## src/rtl/sens_i2c_pkg.sv

```systemverilog
package sens_i2c_pkg;

    typedef enum logic [2:0] {
        ST_IDLE,
        ST_ADDR,
        ST_ADDR_ACK,
        ST_WR_BYTE,
        ST_WR_ACK,
        ST_RD_BYTE,
        ST_RD_ACK,
        ST_WAIT
    } tgt_state_e;

    localparam logic [5:0] TGT_ADDR_HI = 6'b100010;

    localparam logic [7:0] REG_PROX   = 8'h08;
    localparam logic [7:0] REG_LUX_LO = 8'h09;
    localparam logic [7:0] REG_LUX_HI = 8'h0A;
    localparam logic [7:0] REG_TEST_A = 8'h0E;
    localparam logic [7:0] REG_TEST_B = 8'h0F;

endpackage

```

## src/rtl/i2c_line_sync.sv

```systemverilog
module i2c_line_sync #(
    parameter int SYNC_STAGES = 2
) (
    input  logic clk,
    input  logic rst_n,
    input  logic scl_i,
    input  logic sda_i,
    output logic scl_lvl,
    output logic sda_lvl,
    output logic scl_rise,
    output logic scl_fall,
    output logic start_det,
    output logic stop_det
);

    typedef struct packed {
        logic [SYNC_STAGES-1:0] scl_sh;
        logic [SYNC_STAGES-1:0] sda_sh;
        logic                   scl_prev;
        logic                   sda_prev;
    } sync_t;

    sync_t q, n;

    always_comb begin
        n          = q;
        n.scl_sh   = {q.scl_sh[SYNC_STAGES-2:0], scl_i};
        n.sda_sh   = {q.sda_sh[SYNC_STAGES-2:0], sda_i};
        n.scl_prev = q.scl_sh[SYNC_STAGES-1];
        n.sda_prev = q.sda_sh[SYNC_STAGES-1];
    end

    always_ff @(posedge clk or negedge rst_n) begin
        if (!rst_n) begin
            q <= '1;
        end else begin
            q <= n;
        end
    end

    assign scl_lvl   = q.scl_sh[SYNC_STAGES-1];
    assign sda_lvl   = q.sda_sh[SYNC_STAGES-1];
    assign scl_rise  = scl_lvl & ~q.scl_prev;
    assign scl_fall  = ~scl_lvl & q.scl_prev;
    assign start_det = scl_lvl & q.scl_prev & q.sda_prev & ~sda_lvl;
    assign stop_det  = scl_lvl & q.scl_prev & ~q.sda_prev & sda_lvl;

endmodule

```

## src/rtl/sens_regfile.sv

```systemverilog
module sens_regfile
    import sens_i2c_pkg::*;
#(
    parameter int DW     = 8,
    parameter int PROX_W = 8,
    parameter int LUX_W  = 12
) (
    input  logic              clk,
    input  logic              rst_n,
    input  logic [PROX_W-1:0] prox_val,
    input  logic              prox_vld,
    input  logic [LUX_W-1:0]  lux_val,
    input  logic              lux_vld,
    input  logic [7:0]        addr,
    input  logic              rd_en,
    input  logic              wr_en,
    input  logic [DW-1:0]     wdata,
    output logic [DW-1:0]     rdata,
    output logic              test_active
);

    localparam int HI_W = LUX_W - DW;

    typedef struct packed {
        logic [PROX_W-1:0] prox;
        logic [LUX_W-1:0]  lux;
        logic [HI_W-1:0]   snap;
        logic [DW-1:0]     test_a;
        logic [DW-1:0]     test_b;
    } regs_t;

    regs_t q, n;

    always_comb begin
        n = q;
        if (prox_vld) n.prox = prox_val;
        if (lux_vld)  n.lux  = lux_val;
        if (rd_en && addr == REG_LUX_LO) n.snap = q.lux[LUX_W-1:DW];
        if (wr_en) begin
            case (addr)
                REG_TEST_A: n.test_a = wdata;
                REG_TEST_B: n.test_b = wdata;
                default: ;
            endcase
        end
    end

    always_ff @(posedge clk or negedge rst_n) begin
        if (!rst_n) begin
            q <= '0;
        end else begin
            q <= n;
        end
    end

    always_comb begin
        case (addr)
            REG_PROX:   rdata = {{(DW-PROX_W){1'b0}}, q.prox};
            REG_LUX_LO: rdata = q.lux[DW-1:0];
            REG_LUX_HI: rdata = {{(DW-HI_W){1'b0}}, q.snap};
            REG_TEST_A: rdata = q.test_a;
            REG_TEST_B: rdata = q.test_b;
            default:    rdata = '0;
        endcase
    end

    assign test_active = (|q.test_a) | (|q.test_b);

    // a nonzero write into a test register raises the flag next cycle
    p_test_flag_r7: assert property (@(posedge clk) disable iff (!rst_n)
        (wr_en && (addr == REG_TEST_A || addr == REG_TEST_B) && wdata != '0)
        |=> test_active);

    // reading the low byte latches the upper nibble present at that moment
    p_snap_r6: assert property (@(posedge clk) disable iff (!rst_n)
        (rd_en && addr == REG_LUX_LO) |=> (q.snap == $past(q.lux[LUX_W-1:DW])));

    // host writes never alter the proximity result
    p_ro_prox_r4: assert property (@(posedge clk) disable iff (!rst_n)
        (wr_en && addr == REG_PROX && !prox_vld) |=> $stable(q.prox));

    // upper bits of the high light register read as zero
    p_hi_pad_r5: assert property (@(posedge clk) disable iff (!rst_n)
        (addr == REG_LUX_HI) |-> (rdata[DW-1:HI_W] == '0));

endmodule

```

## src/rtl/sens_i2c_fsm.sv

```systemverilog
module sens_i2c_fsm
    import sens_i2c_pkg::*;
(
    input  logic       clk,
    input  logic       rst_n,
    input  logic       sda_lvl,
    input  logic       scl_rise,
    input  logic       scl_fall,
    input  logic       start_det,
    input  logic       stop_det,
    input  logic       strap,
    input  logic [7:0] reg_rdata,
    output logic [7:0] reg_addr,
    output logic       reg_rd_en,
    output logic       reg_wr_en,
    output logic [7:0] reg_wdata,
    output logic       sda_oe
);

    typedef struct packed {
        tgt_state_e  state;
        logic [7:0]  sh;
        logic [3:0]  cnt;
        logic [7:0]  ptr;
        logic        rw;
        logic        first;
        logic        mack;
        logic        oe;
    } fsm_t;

    fsm_t q, n;

    always_comb begin
        n         = q;
        reg_rd_en = 1'b0;
        reg_wr_en = 1'b0;
        if (start_det) begin
            n.state = ST_ADDR;
            n.cnt   = '0;
            n.oe    = 1'b0;
            n.first = 1'b1;
        end else if (stop_det) begin
            n.state = ST_IDLE;
            n.oe    = 1'b0;
        end else begin
            case (q.state)
                ST_ADDR, ST_WR_BYTE: begin
                    if (scl_rise && q.cnt < 4'd8) begin
                        n.sh  = {q.sh[6:0], sda_lvl};
                        n.cnt = q.cnt + 4'd1;
                    end else if (scl_fall && q.cnt == 4'd8) begin
                        if (q.state == ST_ADDR) begin
                            if (q.sh[7:1] == {TGT_ADDR_HI, strap}) begin
                                n.oe    = 1'b1;
                                n.rw    = q.sh[0];
                                n.state = ST_ADDR_ACK;
                            end else begin
                                n.state = ST_WAIT;
                            end
                        end else begin
                            n.oe    = 1'b1;
                            n.state = ST_WR_ACK;
                            n.first = 1'b0;
                            if (q.first) begin
                                n.ptr = q.sh;
                            end else begin
                                reg_wr_en = 1'b1;
                                n.ptr     = q.ptr + 8'd1;
                            end
                        end
                    end
                end
                ST_ADDR_ACK: begin
                    if (scl_fall) begin
                        n.cnt = '0;
                        if (q.rw) begin
                            reg_rd_en = 1'b1;
                            n.sh      = reg_rdata;
                            n.oe      = ~reg_rdata[7];
                            n.state   = ST_RD_BYTE;
                        end else begin
                            n.oe    = 1'b0;
                            n.state = ST_WR_BYTE;
                        end
                    end
                end
                ST_WR_ACK: begin
                    if (scl_fall) begin
                        n.oe    = 1'b0;
                        n.cnt   = '0;
                        n.state = ST_WR_BYTE;
                    end
                end
                ST_RD_BYTE: begin
                    if (scl_fall) begin
                        n.sh = {q.sh[6:0], 1'b0};
                        if (q.cnt == 4'd7) begin
                            n.oe    = 1'b0;
                            n.cnt   = '0;
                            n.ptr   = q.ptr + 8'd1;
                            n.state = ST_RD_ACK;
                        end else begin
                            n.cnt = q.cnt + 4'd1;
                            n.oe  = ~q.sh[6];
                        end
                    end
                end
                ST_RD_ACK: begin
                    if (scl_rise) begin
                        n.mack = ~sda_lvl;
                    end else if (scl_fall) begin
                        if (q.mack) begin
                            reg_rd_en = 1'b1;
                            n.sh      = reg_rdata;
                            n.oe      = ~reg_rdata[7];
                            n.state   = ST_RD_BYTE;
                        end else begin
                            n.oe    = 1'b0;
                            n.state = ST_WAIT;
                        end
                    end
                end
                default: ;
            endcase
        end
    end

    always_ff @(posedge clk or negedge rst_n) begin
        if (!rst_n) begin
            q       <= '0;
            q.state <= ST_IDLE;
        end else begin
            q <= n;
        end
    end

    assign reg_addr  = q.ptr;
    assign reg_wdata = q.sh;
    assign sda_oe    = q.oe;

    // idle and waiting states never pull the line
    p_idle_quiet_r11: assert property (@(posedge clk) disable iff (!rst_n)
        (q.state == ST_IDLE || q.state == ST_WAIT) |-> !q.oe);

    // a stop always brings the target back to idle with SDA released
    p_stop_release_r11: assert property (@(posedge clk) disable iff (!rst_n)
        stop_det && !start_det |=> (q.state == ST_IDLE && !sda_oe));

    // the drive changes only after SCL has fallen or the bus was framed
    p_drive_on_low_r3: assert property (@(posedge clk) disable iff (!rst_n)
        !$stable(q.oe) |-> $past(scl_fall || start_det || stop_det));

    // a missing controller acknowledge ends the data phase
    p_nack_ends_r10: assert property (@(posedge clk) disable iff (!rst_n)
        (q.state == ST_RD_ACK && scl_fall && !q.mack && !start_det && !stop_det)
        |=> (q.state == ST_WAIT && !sda_oe));

endmodule

```

## src/rtl/sens_i2c_target.sv

```systemverilog
module sens_i2c_target #(
    parameter int SYNC_STAGES = 2,
    parameter int PROX_W      = 8,
    parameter int LUX_W       = 12
) (
    input  logic              clk,
    input  logic              rst_n,
    input  logic              scl_i,
    input  logic              sda_i,
    output logic              sda_oe,
    input  logic              addr_strap,
    input  logic [PROX_W-1:0] prox_val,
    input  logic              prox_vld,
    input  logic [LUX_W-1:0]  lux_val,
    input  logic              lux_vld,
    output logic              test_active
);

    localparam int DW = 8;

    logic          scl_lvl, sda_lvl, scl_rise, scl_fall, start_det, stop_det;
    logic [7:0]    reg_addr;
    logic          reg_rd_en, reg_wr_en;
    logic [DW-1:0] reg_wdata, reg_rdata;

    i2c_line_sync #(.SYNC_STAGES(SYNC_STAGES)) u_sync (
        .clk       (clk),
        .rst_n     (rst_n),
        .scl_i     (scl_i),
        .sda_i     (sda_i),
        .scl_lvl   (scl_lvl),
        .sda_lvl   (sda_lvl),
        .scl_rise  (scl_rise),
        .scl_fall  (scl_fall),
        .start_det (start_det),
        .stop_det  (stop_det)
    );

    sens_i2c_fsm u_fsm (
        .clk       (clk),
        .rst_n     (rst_n),
        .sda_lvl   (sda_lvl),
        .scl_rise  (scl_rise),
        .scl_fall  (scl_fall),
        .start_det (start_det),
        .stop_det  (stop_det),
        .strap     (addr_strap),
        .reg_rdata (reg_rdata),
        .reg_addr  (reg_addr),
        .reg_rd_en (reg_rd_en),
        .reg_wr_en (reg_wr_en),
        .reg_wdata (reg_wdata),
        .sda_oe    (sda_oe)
    );

    sens_regfile #(.DW(DW), .PROX_W(PROX_W), .LUX_W(LUX_W)) u_regs (
        .clk         (clk),
        .rst_n       (rst_n),
        .prox_val    (prox_val),
        .prox_vld    (prox_vld),
        .lux_val     (lux_val),
        .lux_vld     (lux_vld),
        .addr        (reg_addr),
        .rd_en       (reg_rd_en),
        .wr_en       (reg_wr_en),
        .wdata       (reg_wdata),
        .rdata       (reg_rdata),
        .test_active (test_active)
    );

    // any pull on SDA only happens while SCL is low or was just low
    p_no_pull_unsynced_r1: assert property (@(posedge clk) disable iff (!rst_n)
        $rose(sda_oe) |-> !scl_lvl);

endmodule

```

## config.mk

```make
export PLATFORM = sky130hd
export DESIGN_NAME = sens_i2c_target
export DESIGN_NICKNAME = d
export VERILOG_FILES = /design/src/rtl/sens_i2c_pkg.sv /design/src/rtl/i2c_line_sync.sv /design/src/rtl/sens_regfile.sv /design/src/rtl/sens_i2c_fsm.sv /design/src/rtl/sens_i2c_target.sv
export SDC_FILE = /design/constraint.sdc
export NUM_CORES = 1
export LEC_CHECK = 0
export BUFFER_PORTS_ARGS = -buffer_cell sky130_fd_sc_hd__buf_2
export CORE_ASPECT_RATIO = 0.7
export CORE_MARGIN = 4
export CORE_UTILIZATION = 40
export DETAILED_ROUTE_END_ITERATION = 6
export PLACE_DENSITY = 0.64
export SYNTH_ARGS = -nofsm -noshare
export SYNTH_HDL_FRONTEND = slang
export SYNTH_SLANG_ARGS = --single-unit
```

## constraint.sdc

```tcl
create_clock -name clk -period 4.61 [get_ports clk]
set_clock_uncertainty 0.2 [all_clocks]
set_input_delay 0.461 -clock clk [delete_from_list [all_inputs] [get_ports clk]]
set_output_delay 0.461 -clock clk [all_outputs]
set_load 0.03 [all_outputs]
```

; After elaboration in Yosys (flattened, before gate mapping)
; Index checks and enable logic that the tools add are counted.
; Widths: inputs -> output; s select.
[word_totals]
wordCells = 168
input_bits = 27
register_bits = 73
output_inout_bits = 2
[classes]
n_eq_ne = 41
magnitude_cmp = 1
addsub = 2
n_mux = 68
reduce_logical = 22
n_bitwise = 17
[op_table]
columns = op, count
row1 = $eq 8x4->1 const B, 5
row2 = $mux 8, 5
row3 = $pmux 8 s5, 1
row4 = $mux 1, 34
row5 = $pmux 8 s4, 1
row6 = $mux 15, 2
row7 = $mux 3, 9
row8 = $ne 4x3->1 const B, 6
row9 = $mux 23, 1
row10 = $mux 11, 2
row11 = $mux 10, 2
row12 = $reduce_and 9->1, 2
row13 = $ne 2x1->1 const B, 8
row14 = $pmux 4 s4, 1
row15 = $pmux 8 s2, 1
row16 = $reduce_or 8->1, 2
row17 = $pmux 3 s5, 1
row18 = $mux 12, 1
row19 = $mux 4, 3
row20 = $ne 2x2->1 const B, 6
row21 = $ne 3x2->1 const B, 4
row22 = $reduce_and 10->1, 1
row23 = $eq 3x3->1 const B, 3
row24 = $not 1->1, 9
row25 = other kinds (27), 41

; Longest topological paths before layout
; Gate-level depths: netlist of run 1.
[depth]
word_depth = 9
ltp_mapped = 7
mapped_depth_nobuf = 6

; Modules after synthesis
; From an unflattened synthesis of run 1, not the netlist that was laid out.
[unflattened]
hier_cells = 373
area_unflattened_um2 = 4095.2
[by_module_without_submodules]
columns = mod, seq_area_each_um2, area_per_inst_um2, n_inst, cells_per_inst
row1 = sens_i2c_fsm, 675.6, 2014.4, 1, 226
row2 = sens_regfile, 1001.0, 1890.6, 1, 137
row3 = i2c_line_sync, 157.7, 190.2, 1, 10

; Worst setup path before layout of run 1
; OpenSTA, ideal clock, no wires.
[synth_timing]
kind = reg2reg
startpoint = register u_fsm.q, in the netlist u_fsm.reg_addr[4]
endpoint = register u_regs.q[10] (netlist bit)
stages_incl_launch_ff = 6
synth_period_minus_slack_ps = 2322
t_arrival_ps = 1997
setup_time_ps = 125
setup_slack_ps = 2288
path_buffers = 1
required_ps = 4285
path_cell_list = dfrtp_1 -> or4_4 -> buf_6 -> nor3_2 -> nor4b_4 -> mux2_2
[synth_between]
elab_chain_cells = 2
[synth_lines]
columns = item, line_no
row1 = from (decl), sens_i2c_fsm.sv:31  ; fsm_t q, n;
row2 = from (signal assigned), sens_i2c_fsm.sv:133  ; q <= n;
row3 = $eq 8x4->1, sens_regfile.sv:40  ; case (addr)
row4 = $reduce_and 2->1 (no source line), -
row5 = to (signal assigned), sens_regfile.sv:52  ; q <= n;
row6 = to (decl), sens_regfile.sv:32  ; regs_t q, n;
; Every way passes these cells.
; A chain may end at the register's enable or synchronous reset.

; Final worst setup path of run 1
[layout_timing]
startpoint = register u_sync.q[1] (netlist bit)
endpoint = register u_regs.q[4] (netlist bit)
[layout_between]
elab_chain_cells = 8
word_cells_on_any_way = 16
classes_between = mux: 5 / bitwise: 8 / reduce/logical: 3
[layout_lines]
columns = item, line_no
row1 = from (decl), i2c_line_sync.sv:23  ; sync_t q, n;
row2 = from (signal assigned), i2c_line_sync.sv:37  ; q <= n;
row3 = $and 1x1->1 or $not 1->1 (tied branches), "i2c_line_sync.sv:44, i2c_line_sync.sv:43"
row4 = $logic_and 1x1->1 or $and 1x1->1 (tied branches), "sens_i2c_fsm.sv:51, i2c_line_sync.sv:43"
row5 = $mux 1 or $logic_and 1x1->1 (tied branches), "sens_i2c_fsm.sv:51, sens_i2c_fsm.sv:48"
row6 = $mux 1, sens_i2c_fsm.sv:48  ; if (scl_rise && q.cnt < 4'd8) begin
row7 = $mux 1, sens_i2c_fsm.sv:46  ; case (q.state)
row8 = $mux 1, sens_i2c_fsm.sv:42  ; end else if (stop_det) begin
row9 = $mux 1 *, sens_i2c_fsm.sv:37  ; if (start_det) begin
row10 = $reduce_and 2->1 (no source line) *, -
; Mark *: on every way between the ends. The rest lies on a longest branch, timed or not.

==> impl_results.md, run 1 <==
* Arrival @ worst endpoint at 2.85 ns
* Placed Instances at 492
* Pwr dens at about 560 nW/µm²
* Async SR Flop Fraction at 100%
* Top sig layer: met4
* Die area at 11,500 µm²
* CTS Buffer Depth at 2
* IO buf count at 28
* XOR/XNOR share of the synthesized area at 0.445%
* Maximum capacitance violations at 0
* CTS buffer count at 9
* Switching Fraction at 39.3%
* WL met2 at a little under 4 mm
* Post-synth EDFFs at 0
* Mux share of post-synthesis cell area at 13.8%
* Core area at 9330 µm²
* Antenna-violating nets left at 0
* Synth Area in Compound Gates at 18.1%
* Cell accounting for the most synthesized area: dfrtp_1
* Via density at 6.05
* Total track usage at 16.9%
* Commonest cells in the netlist: dfrtp_1, mux2_2, nor3_1
* Hold-fix buffer count after cts at 0
* Drt first-iter violations at 250
* DRT Wirelength at about 9.4 mm
* Post-CTS Resized at 0
* I/O Pins at 29
* Syn Nets at 395
* R2R Setup Slk at 1.77 ns
* Post-Synth Adder-Cell Area at 1.91%
* Count of pins over their slew limit at 0
* Routed met3 length at roughly 700 µm
* Slew margin rel. at 38.8%
* Synth Area in Simple Gates at 15.3%
* P_sw at about 980 µW
* Pwr Total at 2.50 mW
* Hold slack final at 0.0236 ns
* CTS sink cnt at 73
* Final period utilization at 61.6%
* H-tree depth at 3
* Pin count of the biggest net entering global routing at 74
* Clock-pin slew on the worst setup and hold paths at 0.07 ns
* Diodes inserted at 0
* FMAX at 352 MHz
* #FFs+latches synth at 73
* TritonCTS clock tree: built
* WL/cell at 18.6 µm
* Reg2reg path depth at 4
* Seq pwr share at 39.8%
* First-pass DRT Iterations at 5
* Internal Power at 1.52 mW
* Post-Synthesis Cell Area at just under 4000 µm²
* Rows at 29
* Worst R2R End: u_regs.q[4]
* Worst Setup EP: u_regs.q[4]
* Drt drc at 0
* Setup TNS at 0 ns
* Seq/Total Area, Yosys at a little under half
* Final hold vios at 0
* Final count of negative-setup-slack endpoints at 0
* Worst min path class: in -> reg
* CTS root buffer: clkbuf_16
* Die width at 127 µm
* CP Max Fanout at 11
* RSZ-0062 raised after global routing: no
* Synth top area share at 42.6%
* Antenna violations before repair at 0
* Post-synth top flop: dfrtp_1
* # fillers at 858
* Mean Syn Cell Area at 10.9 µm²
* NumNets Final at 412
* Main combinational cell family by area after synthesis: compound AO/OA/AOI/OAI gates
* Crit start category: flop
* Gp weighted congestion at 0.817
* Die height at ~91 µm
* Most instantiated library cell after synthesis: dfrtp_1
* Top post-synthesis cells by area: dfrtp_1, mux2_2, dfstp_2
* Via count at 3,075
* Fin cells at 508
* M1 WL at between 4 and 5 mm
* Area Growth Syn to Fin at 12.8%
* Reg2reg start: u_sync.q[1]
* Period minus WS final at 2.84 ns
* Share of post-route cells with drive strength above 1 at between 20% and 30%
* Vias in the first global route at just under 3,000
* Grt ovf at 0
* Cells after Synth at 362
* Part of the power in the clock network at 28.0%
* Crit path from: u_sync.q[1]
* Post-CTS setup repair buffer count at 0
* CP required at 4.62 ns
* Initial Utilization at 42.2%
* Yosys cell types at 63
* Comb power frac at 32.2%
* Path type of the worst setup path: reg -> reg
* First-pass GRT wire length at 15.5 mm
* Worst VDD drop at 0.241 mV
* Clk_lat worst skew at 0.34 ns
* Worst Tran Pin Value at approximately 0.9 ns
* Number of synthesis warnings at 0
* Status: finished, final reports clean
* Endpoint type of the worst setup path: flop
* Leak at roughly 1.8 nW
* Hpwl dp at 6.68 mm
## cells by family (layout without fill, tap and decap cells)
kind of cell,Yosys count,after routing
DFF,73,73
muxes,49,49
buffers and inverters,37,59
xor gates and xnor gates,2,2
adders and majority gates,6,6
AOI/OAI and AO/OA,97,97
and+or+nand+nor,98,98
## power groups by stage
stage	clock (mW)	combinational (mW)	sequential [mW]
2_1_floorplan	0	0.675	0.890
6_report	0.700	0.806	0.996
4_1_cts	0.711	0.800	0.985
3_5_place_dp	0	0.794	0.995
3_3_place_gp	0	0.774	0.994
5_1_grt	0.742	0.898	1.01
## how the worst min path moves through the flow
stage	from	endpoint	cells past startpoint
floorplan	rst_n	u_fsm.q[12]	0
global placement	u_sync.n[5]	u_sync.scl_lvl	0
global route	scl_i	u_sync.n[5]	1
finish	scl_i	u_sync.n[5]	1
detailed placement	u_sync.n[5]	u_sync.scl_lvl	0
CTS	scl_i	u_sync.n[5]	1
## per-stage QoR
step / setup slack (ns) / instance area (µm²) / util (%)
floorplan: 2.29 / 3930 / -
global placement: 1.92 / 4140 / 44.4
detailed placement: 1.80 / 4140 / 44.4
CTS: 1.78 / 4430 / 47.6
global route: 1.65 / 4430 / 47.6
finish: 1.77 / 4430 / 47.6
## layout make-up
cell class | count | area, µm² | share of cell area (%)
clock buffer | 11 | 243 | 5.47
multi-input combinational | 252 | 1950 | 43.9
sequential | 73 | 1830 | 41.4
clock inverter | 5 | 55.1 | 1.24
tap | 124 | 155 | 3.50
inverter | 15 | 56.3 | 1.27
timing repair buffer | 28 | 143 | 3.22
## registers in the layout, summed over array words and instances, names as in the netlist
register / cells
u_fsm.sda_oe: 1
u_sync.sda_lvl: 1
u_regs.q: 40
u_sync.scl_lvl: 1
u_fsm.reg_addr: 8
u_sync.n: 2
u_fsm.reg_wdata: 8
u_fsm.q: 10
u_sync.q: 2
## per-layer routing
metal	up-vias	track usage, %
met3	8	4.46
met5	-	0
met1	1529	26.9
met2	109	21.7
li1	1429	-
met4	0	6.07
## cell usage in the layout (no fill, tap or decap), types with 2 or more instances in the layout
cell type    n
o22a_1       2
a211oi_1     6
a32oi_1     10
or3b_2       2
a22oi_1     13
nand4_1      4
nand3b_1     2
o21ai_0     11
nor2b_1      9
clkinv_2     2
dfstp_2      6
clkinvlp_4   2
o2111ai_1    2
a31oi_1      2
a21oi_1     13
or2_2        4
or4bb_1      2
and3_1       3
nor3b_1      2
nand2_1      6
nand2b_1     7
nor3_1      21
nor4_1       5
inv_1       15
mux2i_1      7
nand3_1     10
buf_2       27
o211ai_1     9
o31ai_1      4
o2bb2ai_1    3
clkbuf_16    9
nor2_1       9
a2bb2oi_1    4
mux2_2      42
dfrtp_1     67
ha_1         6
a222oi_1     4
and3b_1      3
## worst max-delay path: stages, from the launching register on
cell and delay, ns:
dfstp_2 0.61, nor2b_1 0.49, nand3_1 0.33, or4b_1 0.74, mux2_2 0.34
Note: power is estimated with default switching activity, not from simulation.
==> run 2, diff against run 1 <==
ABC_AREA = 1   (was not set)
PLACE_DENSITY = 0.66   (was 0.64)
clock period = 2.5 ns   (was 4.61 ns; I/O delays follow)
==> run 2 against run 1 <==
Routed wire length increased by 1.4%. Total power increased by 95%. Highest routed layer unchanged. Largest power group is now combinational cells. Setup slack got worse by 1.5 ns. Clock power increased by 87%. Largest cell class is now registers.
==> impl_results.md, run 2 <==
* Initial Utilization at 41.9%
* Gp weighted congestion at 0.956
* R2R Setup Slk at 0.32 ns
* Post-synth top flop: dfrtp_1
* Synth top area share at 43.0%
* Final period utilization at 87.3%
* First-pass GRT wire length at 16.1 mm
* Leak at between 2 and 2.5 nW
* Mean Syn Cell Area at roughly 8 µm²
* Antenna violations before repair at 0
* Cell accounting for the most synthesized area: dfrtp_1
* Most instantiated library cell after synthesis: nand2_1
* Syn Nets at 520
* Biggest register: u_regs.q
* H-tree depth at 3
* IO buf count at 28
* Max FFs per register at 40
* CP required at 2.55 ns
* Die area at approximately 11,000 µm²
* Post-Synthesis Cell Area at 3900 µm²
* Share of post-route cells with drive strength above 1 at 16.7%
* Worst Tran Pin Value at around 0.64 ns
* Top post-synthesis cells by area: dfrtp_1, nand2_1, mux2_2
* Cells after Synth at 487
* # fillers at around 900
* Status: finished, final reports clean
* CTS Buffer Depth at 2
* Slew margin rel. at 57.5%
* Post-CTS setup repair buffer count at 0
* Setup slack at placement at 0.355 ns
* Setup TNS at 0 ns
* Pwr dens at 1030 nW/µm²
* Count of pins over their slew limit at 0
* CP Max Fanout at 16
* Via count at 3,487
* Hold-fix buffer count after cts at 23
* #FFs+latches synth at 73
* Clk_lat worst skew at 0.34 ns
* Layout Utilization at 51.1%
* Via density at 5.17
* Drt first-iter violations at 249
* Commonest cells after routing, fill and taps aside: nand2_1, dfrtp_1, inv_1
* Commonest non-fill, non-tap cell in the layout: nand2_1
* Endpoint type of the worst setup path: flop
* Worst VDD drop at 0.532 mV
* TritonCTS clock tree: built
* Seq/Total Area, Yosys at 47.1%
* Arrival @ worst endpoint at 2.23 ns
* CTS root buffer: clkbuf_16
* Die height at 90.6 µm
* FMAX at about 460 MHz
* NumNets Final at 578
* Hpwl dp at ~7 mm
* Rows at 29
* WL/cell at 14.2 µm
* Async SR Flop Fraction at 100%
* Maximum capacitance violations at 0
* Die width at 126 µm
* Final hold vios at 0
* I/O Pins at 29
* Register area at 1830 µm²
* Commonest cells in the netlist: nand2_1, dfrtp_1, inv_1
* CTS sink cnt at 73
* Path type of the worst setup path: reg -> reg
* Largest registers: u_regs.q: 40 flops, u_fsm.q: 10 flops
* Vias in the first global route at 3,204
* Antenna-violating nets left at 0
* Worst min path class: in -> reg
* Post-CTS Resized at 0
* Grt ovf at 0
* Clock-pin slew on the worst setup and hold paths at around 0.06 ns
* Number of synthesis warnings at 0
* Diodes inserted at 0
* DRT Wirelength at 9.57 mm
* CTS buffer count at 9
* Core area at 9290 µm²
* Period minus WS final at 2.18 ns
* Crit start category: flop
* Multi-input gate area at around 1800 µm²
* Final count of negative-setup-slack endpoints at 0
* RSZ-0062 raised after global routing: no
* First-pass DRT Iterations at 5
* Worst Setup Slack, final at 0.317 ns
* Drt drc at 0
* Total track usage at 17.5%
* Yosys cell types at 35
* Post-synth EDFFs at 0
* Pin count of the biggest net entering global routing at 27
* Area Growth Syn to Fin at 21.7%
## run 2: changes by cell type after synthesis, moves of 13 or more
cell / previous run / this run
nand2_1: 6 / 155
inv_1: 15 / 47
nor2_1: 9 / 37
mux2_2: 42 / 16
o21ai_1: 1 / 25
nand3_1: 10 / 29
nor3_1: 21 / 4
a22oi_1: 13 / 0
## run 2: power breakdown
| group | switching (mW) | internal [mW] | total, mW |
|---|---|---|---|
| sequential | 0.244 | 1.42 | 1.66 |
| clock | 0.531 | 0.782 | 1.31 |
| combinational | 1.26 | 0.636 | 1.90 |
| total | 2.04 | 2.84 | 4.88 |
## run 2: stage by stage
stage	power (mW)	std cells	cell area (µm²)	hold WS, ns
floorplan	3.02	487	3900	-0.246
global placement	3.50	635	4210	0.107
detailed placement	3.52	635	4210	0.112
CTS	4.88	674	4740	0.0965
global route	5.23	674	4740	0.132
finish	4.88	674	4740	0.116
## run 2: cell type report
| type | count | share of cell area, % |
|---|---|---|
| clock buffers | 9 | 4.75 |
| clock inverters | 7 | 1.66 |
| inverters | 50 | 3.96 |
| multi-input cells | 355 | 38.6 |
| flip-flops and latches | 73 | 38.7 |
| well taps | 124 | 3.27 |
| repair buffers | 56 | 9.13 |
## run 2: logic make-up (layout without fill, tap and decap cells)
| family | after synthesis | in the layout | synth area share (%) |
|---|---|---|---|
| AND/OR/NAND/NOR | 258 | 258 | 30.1 |
| flip-flops | 73 | 73 | 47.1 |
| AO/OA/AOI/OAI | 72 | 72 | 9.67 |
| buffers and inverters | 59 | 122 | 5.97 |
| multiplexers | 16 | 16 | 4.62 |
| adder cells (fa/ha/maj) | 6 | 6 | 1.93 |
| XOR/XNOR | 3 | 3 | 0.674 |
## run 2: worst max-delay path, cell delays in order (launching register included)
cell     delay [ns]
dfrtp_1        0.41
ha_1           0.22
nand3_1        0.17
nor2_2         0.44
nand3_2        0.38
o21ai_0        0.28
## run 2: worst paths after layout
check / start / end / cells after the start
setup / recovery: u_fsm.reg_addr[0] / u_regs.q[6] / 5
hold / removal: lux_vld / u_regs.q[28] / 3
min in group asynchronous: rst_n / u_regs.q[16] / 2
hold reg to reg: u_sync.n[3] / u_sync.sda_lvl / 0
max in group asynchronous: rst_n / u_sync.n[3] / 3
setup reg to reg: u_fsm.reg_addr[0] / u_regs.q[6] / 5
## run 2: metal layers
metal / part of all wire, % / up-vias / track usage (%) / wire length (µm)
met3: 7.4 / 13 / 6.38 / 709
met4: 1.2 / 0 / 3.75 / 115
met2: 41 / 134 / 23.9 / 3900
met5: 0 / - / 0 / 0
met1: 51 / 1626 / 26.4 / 4840
li1: - / 1714 / - / -
==> run 3, diff against run 2 <==
SYNTH_HIERARCHICAL = 1   (was not set)
==> run 3 against run 2 <==
Largest power group unchanged. Utilization is 2.9 points lower. Clock-buffer cell count is 2 higher. Highest routed layer unchanged. Largest cell class is now multi-input combinational cells. First-iteration DRC count is 4.4% higher. Fmax is 6.8% lower. Non-clock buffer count is 6 higher. Routed wire length is 10% higher. Critical path depth is 5 higher. Area after synthesis is 9.5% higher.
==> impl_results.md, run 3 <==
* Status: finished, final reports clean
* Final hold vios at 0
* Share of post-route cells with drive strength above 1 at 20.0%
* Final period utilization at 93.7%
* H-tree depth at 3
* CTS root buffer: clkbuf_16
* Period minus WS final at 2.34 ns
* CP top delay family: simple AND/OR/NAND/NOR gates
* Seq/Total Area, Yosys at 43.0%
* Area Growth Syn to Fin at 17.3%
* Post-synth top flop: dfrtp_1
* CTS sink cnt at between 70 and 80
* Gp weighted congestion at 0.938
* Maximum capacitance violations at 0
* Path type of the worst setup path: reg -> reg
* Critical Path, Cell by Cell: inv_2 > nand2_1 > nor2_2 > nor3b_2 > nand2_1 > nor2_2 > clkinvlp_4 > buf_4 > nor2_4 > o21ai_1
* Max FFs per register at 40
* Worst Tran Pin Value at approximately 0.56 ns
* Vias in the first global route at 3,721
* First-pass GRT wire length at 18.4 mm
* WL/cell at ~14 µm
* Hpwl dp at approximately 7.6 mm
* IO buf count at 28
* Worst min path class: in -> reg
* WL met2 at 4.62 mm
* Via count at 3,746
* Antenna violations before repair at 0
* Count of pins over their slew limit at 0
* Hold slack final at 0.0588 ns
* Number of synthesis warnings at 6
* I/O Pins at 29
* Syn Nets at 582
* Buf/Inv on CP at 3
* CP required at 2.52 ns
* Leak at 2.55 nW
* Commonest cells after routing, fill and taps aside: nand2_1, dfrtp_1, inv_1
* Pwr dens at a little under 1000 nW/µm²
* Slew margin rel. at 63.0%
* M1 WL at a little over 5 mm
* Drt first-iter violations at between 200 and 300
* Total track usage at 18.4%
* Antenna-violating nets left at 0
* Final count of negative-setup-slack endpoints at 0
* #FFs+latches synth at 73
* CTS buffer count at 9
* CP max stage delay at ~0.47 ns
* Drt drc at 0
* Post-Layout Inst Area at between 5000 and 6000 µm²
* Rows at 31
* Arrival @ worst endpoint at 2.36 ns
* Core area at 10,400 µm²
* Most instantiated library cell after synthesis: nand2_1
* Top sig layer: met4
* Clk_lat worst skew at 0.34 ns
* TritonCTS clock tree: built
* Crit start category: flop
* Initial Utilization at 41.0%
* Endpoint type of the worst setup path: flop
* Die area at 12,400 µm²
* Top post-synthesis cells by area: dfrtp_1, nand2_1, nand3_1
* Via density at 5.09
* Diodes inserted at 0
* Synth top area share at 39.3%
* Grt ovf at 0
* Async SR Flop Fraction at 100%
* Worst VDD drop at 0.497 mV
* Mean Syn Cell Area at about 7.7 µm²
* Commonest cells in the netlist: nand2_1, dfrtp_1, inv_1
* Placed cell areas at approximately 4400 µm²
* Die width at between 100 and 150 µm
* FMAX at about 430 MHz
* Cells after Synth at 552
* Routed met3 length at 678 µm
* Clock-pin slew on the worst setup and hold paths at 0.06 ns
* NumNets Final at 629
* CTS Buffer Depth at 2
* Yosys cell types at 37
* # fillers at 1,053
* Post-synth EDFFs at 0
* Pin count of the biggest net entering global routing at 41
* Cell accounting for the most synthesized area: dfrtp_1
* DRT Wirelength at 10.6 mm
* Die height at 94.4 µm
* Biggest register: u_regs/q
* CP Max Fanout at 7
* Pwr Total at 4.89 mW
* Commonest non-fill, non-tap cell in the layout: nand2_1
* Worst path slowest cell: dfrtp_1
* First-pass DRT Iterations at 5
* Largest registers: u_regs/q: 40 flops, u_fsm/q: 10 flops
* Post-Synthesis Cell Area at 4270 µm²
run 3: cell types whose count changed after synthesis, moves of 12 or more:
cell	delta
a21oi_1	-12
buf_4	+19
inv_1	+13
nand3_1	+25
o21ai_0	+18
o21ai_1	-22
run 3: where the power goes:
group          internal, mW  switching [mW]
Combinational         0.655            1.24
Clock                 0.796           0.508
Sequential             1.40           0.291
run 3: timing repair:
| action | in CTS | in global routing |
|---|---|---|
| hold buffers | 23 | 0 |
| buffers inserted | 0 | 2 |
| resized for setup | 0 | 6 |
| setup endpoints to repair | 0 | 12 |
| endpoints found under the hold margin | 60 | 0 |
run 3: cell families (layout without fill, tap and decap cells):
family,Yosys count,after routing,synth area share (%)
muxes,18,18,4.72
xor gates and xnor gates,3,3,0.616
buffers and inverters,93,143,10.7
AOI/OAI and AO/OA,60,60,7.77
DFF,73,73,43.0
and+or+nand+nor,302,304,32.3
adders and majority gates,3,3,0.880
run 3: final timing paths:
| kind | cells past startpoint | to | startpoint | slack, ns |
|---|---|---|---|---|
| max | 10 | u_regs/q[7] | u_fsm/q[26] | 0.16 |
| min | 3 | u_regs/q[32] | prox_vld | 0.06 |
| max reg2reg | 10 | u_regs/q[7] | u_fsm/q[26] | 0.16 |
| min reg2reg | 0 | u_sync/sda_lvl | u_sync/n[3] | 0.16 |
| max in group asynchronous | 3 | u_sync/q[0] | rst_n | 1.16 |
| min in group asynchronous | 2 | u_fsm/reg_addr[4] | rst_n | 0.24 |
run 3: metal layers:
layer	track usage, %	vias to the layer above
met5	0	-
met4	6.38	0
met3	3.62	18
met2	28.3	108
met1	26.1	1774
li1	-	1846
run 3: metrics by stage:
| step | util, % | TNS, ns | std cells | setup WS (ns) |
|---|---|---|---|---|
| global route | 48.1 | -0.000140 | 736 | -0.000140 |
| finish | 48.1 | 0 | 736 | 0.157 |
| CTS | 47.7 | 0 | 732 | 0.141 |
| global placement | 42.6 | 0 | 693 | 0.239 |
| floorplan | - | 0 | 552 | 0.217 |
| detailed placement | 42.6 | 0 | 693 | 0.145 |
run 3: worst register-to-register path, stage by stage, from the launching register on:
cell and delay (ns):
dfrtp_1 0.47, inv_2 0.12, nand2_1 0.13, nor2_2 0.23, nor3b_2 0.27, nand2_1 0.09, nor2_2 0.13, clkinvlp_4 0.10
buf_4 0.17, nor2_4 0.21, o21ai_1 0.09
run 3: layout make-up:
class                   count  area, µm²  area share (%)
flip-flops and latches     73       1830            36.7
inverters                  65        248            4.95
clock inverters             5       55.1            1.10
repair buffers             62        455            9.10
clock buffers              11        243            4.85
multi-input cells         388       2000            40.0
well taps                 132        165            3.30
